$ cat config.mk
export PLATFORM = sky130hd
export DESIGN_NAME = bcd_addsub
export DESIGN_NICKNAME = d
export VERILOG_FILES = /design/src/rtl/bcd_addsub_pkg.sv /design/src/rtl/bcd_digit_cell.sv /design/src/rtl/bcd_ripple.sv /design/src/rtl/bcd_addsub_ctrl.sv /design/src/rtl/bcd_addsub_dp.sv /design/src/rtl/bcd_addsub.sv
export SDC_FILE = /design/constraint.sdc
export NUM_CORES = 1
export LEC_CHECK = 0
export BUFFER_PORTS_ARGS = -buffer_cell sky130_fd_sc_hd__buf_2
export CAP_MARGIN = 20
export CORE_AREA = 2 2 39 41
export DETAILED_ROUTE_END_ITERATION = 8
export DIE_AREA = 0 0 41 43
export PLACE_DENSITY = 0.69
export SLEW_MARGIN = 0
export SYNTH_ARGS = -nofsm -noshare
export SYNTH_HDL_FRONTEND = slang
export SYNTH_HIERARCHICAL = 1
export SYNTH_SLANG_ARGS = --single-unit
export TNS_END_PERCENT = 100
$ cat constraint.sdc
create_clock -name vclk -period 7.7
set_clock_uncertainty 0.2 [all_clocks]
set_input_delay 0.77 -clock vclk [all_inputs]
set_output_delay 0.77 -clock vclk [all_outputs]
set_load 0.02 [all_outputs]
$ cat src/rtl/bcd_addsub_pkg.sv
package bcd_addsub_pkg;

  typedef logic [3:0] digit_t;

  // strobes that do not depend on the first adder pass
  typedef struct packed {
    logic invertB;
  } pre_strobe_t;

  // strobes decided from the first pass outcome
  typedef struct packed {
    logic endAround;
    logic recomplement;
    logic signNeg;
    logic carryEn;
  } post_strobe_t;

  function automatic logic digitOk(input digit_t d);
    return d <= 4'd9;
  endfunction

endpackage

$ cat src/rtl/bcd_digit_cell.sv
module bcd_digit_cell
  import bcd_addsub_pkg::*;
(
  input  digit_t digA,
  input  digit_t digB,
  input  logic   carryIn,
  output digit_t digSum,
  output logic   carryOutD
);

  logic [4:0] binSum;
  logic       needFix;

  always_comb begin
    binSum    = {1'b0, digA} + {1'b0, digB} + {4'b0, carryIn};
    needFix   = binSum[4] | (binSum[3:0] > 4'd9);
    digSum    = needFix ? (binSum[3:0] + 4'd6) : binSum[3:0];
    carryOutD = needFix;
  end

  always_comb begin

    digit_range_chk : assert (!(digitOk(digA) && digitOk(digB)) || digitOk(digSum))
      else $error("corrected digit out of range");
  end

endmodule

$ cat src/rtl/bcd_ripple.sv
module bcd_ripple
  import bcd_addsub_pkg::*;
#(
  parameter int DIGITS = 1
) (
  input  logic [4*DIGITS-1:0] opX,
  input  logic [4*DIGITS-1:0] opY,
  input  logic                chainIn,
  output logic [4*DIGITS-1:0] sumOut,
  output logic                chainOut
);

  logic [DIGITS:0] carryChain;

  assign carryChain[0] = chainIn;

  for (genvar d = 0; d < DIGITS; d++) begin : g_digit
    bcd_digit_cell u_cell (
      .digA     (opX[4*d +: 4]),
      .digB     (opY[4*d +: 4]),
      .carryIn  (carryChain[d]),
      .digSum   (sumOut[4*d +: 4]),
      .carryOutD(carryChain[d+1])
    );
  end

  assign chainOut = carryChain[DIGITS];

endmodule

$ cat src/rtl/bcd_addsub_ctrl.sv
module bcd_addsub_ctrl
  import bcd_addsub_pkg::*;
(
  input  logic         subtract,
  input  logic         firstCarry,
  input  logic         allNines,
  output pre_strobe_t  preStb,
  output post_strobe_t postStb
)
;

  always_comb begin
    preStb.invertB       = subtract;
    postStb.endAround    = subtract & firstCarry;
    postStb.recomplement = subtract & ~firstCarry;
    // equal operands give all nines; recomplement is zero, sign stays clear
    postStb.signNeg      = subtract & ~firstCarry & ~allNines;
    postStb.carryEn      = ~subtract;
  end

  always_comb begin

    strobe_excl_chk : assert (!(postStb.endAround && postStb.recomplement))
      else $error("end-around and recomplement both active");
  end

endmodule

$ cat src/rtl/bcd_addsub_dp.sv
module bcd_addsub_dp
  import bcd_addsub_pkg::*;
#(
  parameter int DIGITS = 1
) (
  input  logic [4*DIGITS-1:0] opA,
  input  logic [4*DIGITS-1:0] opB,
  input  pre_strobe_t         preStb,
  input  post_strobe_t        postStb,
  output logic                firstCarry,
  output logic                allNines,
  output logic [4*DIGITS-1:0] result
);

  localparam int WIDTH = 4 * DIGITS;

  logic [WIDTH-1:0]  bEff;
  logic [WIDTH-1:0]  pass1Sum;
  logic [WIDTH-1:0]  pass2Sum;
  logic [WIDTH-1:0]  ninesSum;
  logic [DIGITS-1:0] digNine;
  logic              pass2Carry;

  for (genvar d = 0; d < DIGITS; d++) begin : g_lane
    assign bEff[4*d +: 4]     = preStb.invertB ? (4'd9 - opB[4*d +: 4]) : opB[4*d +: 4];
    assign ninesSum[4*d +: 4] = 4'd9 - pass1Sum[4*d +: 4];
    assign digNine[d]         = (pass1Sum[4*d +: 4] == 4'd9);
  end

  bcd_ripple #(.DIGITS(DIGITS)) u_pass1 (
    .opX     (opA),
    .opY     (bEff),
    .chainIn (1'b0),
    .sumOut  (pass1Sum),
    .chainOut(firstCarry)
  );

  bcd_ripple #(.DIGITS(DIGITS)) u_pass2 (
    .opX     (pass1Sum),
    .opY     ({WIDTH{1'b0}}),
    .chainIn (postStb.endAround),
    .sumOut  (pass2Sum),
    .chainOut(pass2Carry)
  );

  assign allNines = &digNine;
  assign result   = postStb.recomplement ? ninesSum : pass2Sum;

  always_comb begin

    no_eac_overflow_chk : assert (!(postStb.endAround && pass2Carry))
      else $error("end-around carry overflowed");
  end

endmodule

$ cat src/rtl/bcd_addsub.sv
module bcd_addsub
  import bcd_addsub_pkg::*;
#(
  parameter int DIGITS = 1
) (
  input  logic [4*DIGITS-1:0] opA,
  input  logic [4*DIGITS-1:0] opB,
  input  logic                subtract,
  output logic [4*DIGITS-1:0] result,
  output logic                carryOut,
  output logic                negative
);

  pre_strobe_t  preStb;
  post_strobe_t postStb;
  logic         firstCarry;
  logic         allNines;

  bcd_addsub_ctrl u_ctrl (
    .subtract  (subtract),
    .firstCarry(firstCarry),
    .allNines  (allNines),
    .preStb    (preStb),
    .postStb   (postStb)
  );

  bcd_addsub_dp #(.DIGITS(DIGITS)) u_dp (
    .opA       (opA),
    .opB       (opB),
    .preStb    (preStb),
    .postStb   (postStb),
    .firstCarry(firstCarry),
    .allNines  (allNines),
    .result    (result)
  );

  assign carryOut = postStb.carryEn & firstCarry;
  assign negative = postStb.signNeg;

  logic inputsValid;
  always_comb begin
    inputsValid = 1'b1;
    for (int d = 0; d < DIGITS; d++) begin
      if (!digitOk(opA[4*d +: 4]) || !digitOk(opB[4*d +: 4])) inputsValid = 1'b0;
    end
  end

  always_comb begin

    add_sign_clear_chk : assert (subtract || !negative)
      else $error("sign set in add mode");

    sub_carry_clear_chk : assert (!subtract || !carryOut)
      else $error("carry set in subtract mode");

    zero_sign_chk : assert (!(inputsValid && negative) || (result != '0))
      else $error("negative zero");
  end

endmodule

==> results.yml <==
critical_path:
  crit_buf_inv: 2
  worstPathMaxFanout: 8
  arrival_ns: 5.15
  worstSetupPathType: "input pin to output pin"
  cp.required_ns: 6.73
  cpPeakStageDelay_ns: 0.44
  cp_slowest_cell: "fa_1"
  endpoint_kind: "output pin"
  crit_top_cell: "fa_1"
  worstSetupStartpointType: "input pin"
  crit_family: "adder cells"
  cp_cell_sequence: "buf_2, xor2_1, fa_1, fa_1, a21o_2, a21oi_1, o21ai_0, and2_2, fa_1, fa_1, a21o_2, a21oi_1, nor3_1, a221o_1, mux2_2, buf_2"
route:
  vias_per_cell: 4.95
  routed_wl_um: 1080
  drt_iter0_drc: 12
  drcViolationCount: 0
  drtAntennaViolNets: 0
  routed-via-count: 544
  routedWlPerCell_um: 9.85
  first_pass_iters: 4
cts:
  cts_hold_buf: 0
  cts_setup_buffers: 0
  post_cts_resized: 0
sta:
  fmax_ghz: 0.163
  setup_viol: 0
  finalSetupTns_ns: 0
  finalCritPeriodShare: 0.795
  min_period_ns: 6.12
  finalHoldViolations: 0
  final_max_slew_viol_count: 0
  rsz0062_at_grt: "no"
grt:
  antenna_found_initial: 0
  grt_pass1_wl_um: 1860
  gr-total-overflow: 0
  grt_pass1_vias: 481
  grt_max_degree: 9
  gr-usage-all-layers: 0.141
cells_and_area:
  fin_cells: 110
  seq_cell_count: 0
  area_delta_synth_final_pct: 17.9
  diodes: 0
  n_fill_cell: 140
  drive_above_1_share: 0.309
  fin_nets: 117
  regArea_um2: 0
  clock_buffer_count: 0
  multi_input_area_um2: 567
power_and_ir_drop:
  peakVddDrop_v: 0.0000806
  p_leak_nw: 0.361
  power_density_nw_per_um2: 274
floorplan:
  core-area_um2: 1380
  rows: 14
  dieArea_um2: 1760
  die_h_um: 43
  ioPinCount: 15
  start_util: 0.429
  dieWidth_um: 41
synthesis:
  netlist_area_um2: 593
  synthCells: 75
  synth_warnings: 6
  avgSynthCellArea_um2: 7.91
flow_run:
  max_cap_violations: 0
run_status:
  status: "complete, no violations"
min_path:
  hold_class: "input pin to output pin"
place:
  dp_hpwl_um: 953
  place_inst: 110
  gp_congestion: 0.749
  portBuffers: 15
==> layout make-up <==
type,count,share of cell area
inverters,10,0.0537
well taps,16,0.0286
repair buffers,15,0.107
multi-input cells,69,0.810
==> report_power, final <==
group / switching (W) / total [W] / internal, W
Combinational: 0.000103 / 0.000192 / 0.0000888
Sequential: 0 / 0 / 0
Clock: 0 / 0 / 0
==> metal layers <==
layer / track usage / up-vias / part of all wire
li1: - / 295 / -
met1: 0.195 / 242 / 0.50
met2: 0.250 / 7 / 0.47
met3: 0 / 0 / 0.030
met4: 0 / 0 / 0
met5: 0 / - / 0
==> path summary, 6_finish.rpt <==
| check | start | to | cells after the start |
|---|---|---|---|
| setup / recovery | subtract | result[2] | 16 |
| hold / removal | subtract | negative | 3 |
==> cells in the final DEF, fill, tap and decap left out, types with 2 or more instances in the layout <==
cell type  count
buf_2         15
nand2_1        2
fa_1           4
nor2_1         5
o31a_2         2
and2_1         3
and3_4         2
o211ai_1       2
a21o_2         2
nor3_1         2
a21oi_1        7
xor2_1         3
inv_1         10
o21ai_0        2
a221o_1        2
ha_1           8
o21ai_1        2
nand3_1        2
xnor2_1        2
mux2_2         4
or2_4          2
conb_1         6
==> stage by stage <==
| stage | hold slack (ns) | instance area, um2 | total power [W] | setup WS (ns) | util |
|---|---|---|---|---|---|
| 5_1_grt | 1.80 | 699 | 0.000214 | 1.31 | 0.505 |
| 3_5_place_dp | 1.78 | 699 | 0.000191 | 1.57 | 0.505 |
| 4_1_cts | 1.78 | 699 | 0.000192 | 1.58 | 0.505 |
| 2_1_floorplan | 1.51 | 612 | 0.000153 | 2.02 | - |
| 3_3_place_gp | 1.78 | 699 | 0.000187 | 1.66 | 0.505 |
| 6_report | 1.78 | 699 | 0.000192 | 1.58 | 0.505 |
==> worst min-delay path, cell delays in order <==
cell     delay, ns
buf_2         0.14
nor3b_2       0.15
buf_2         0.15
Note: power is estimated with default switching activity, not from simulation.
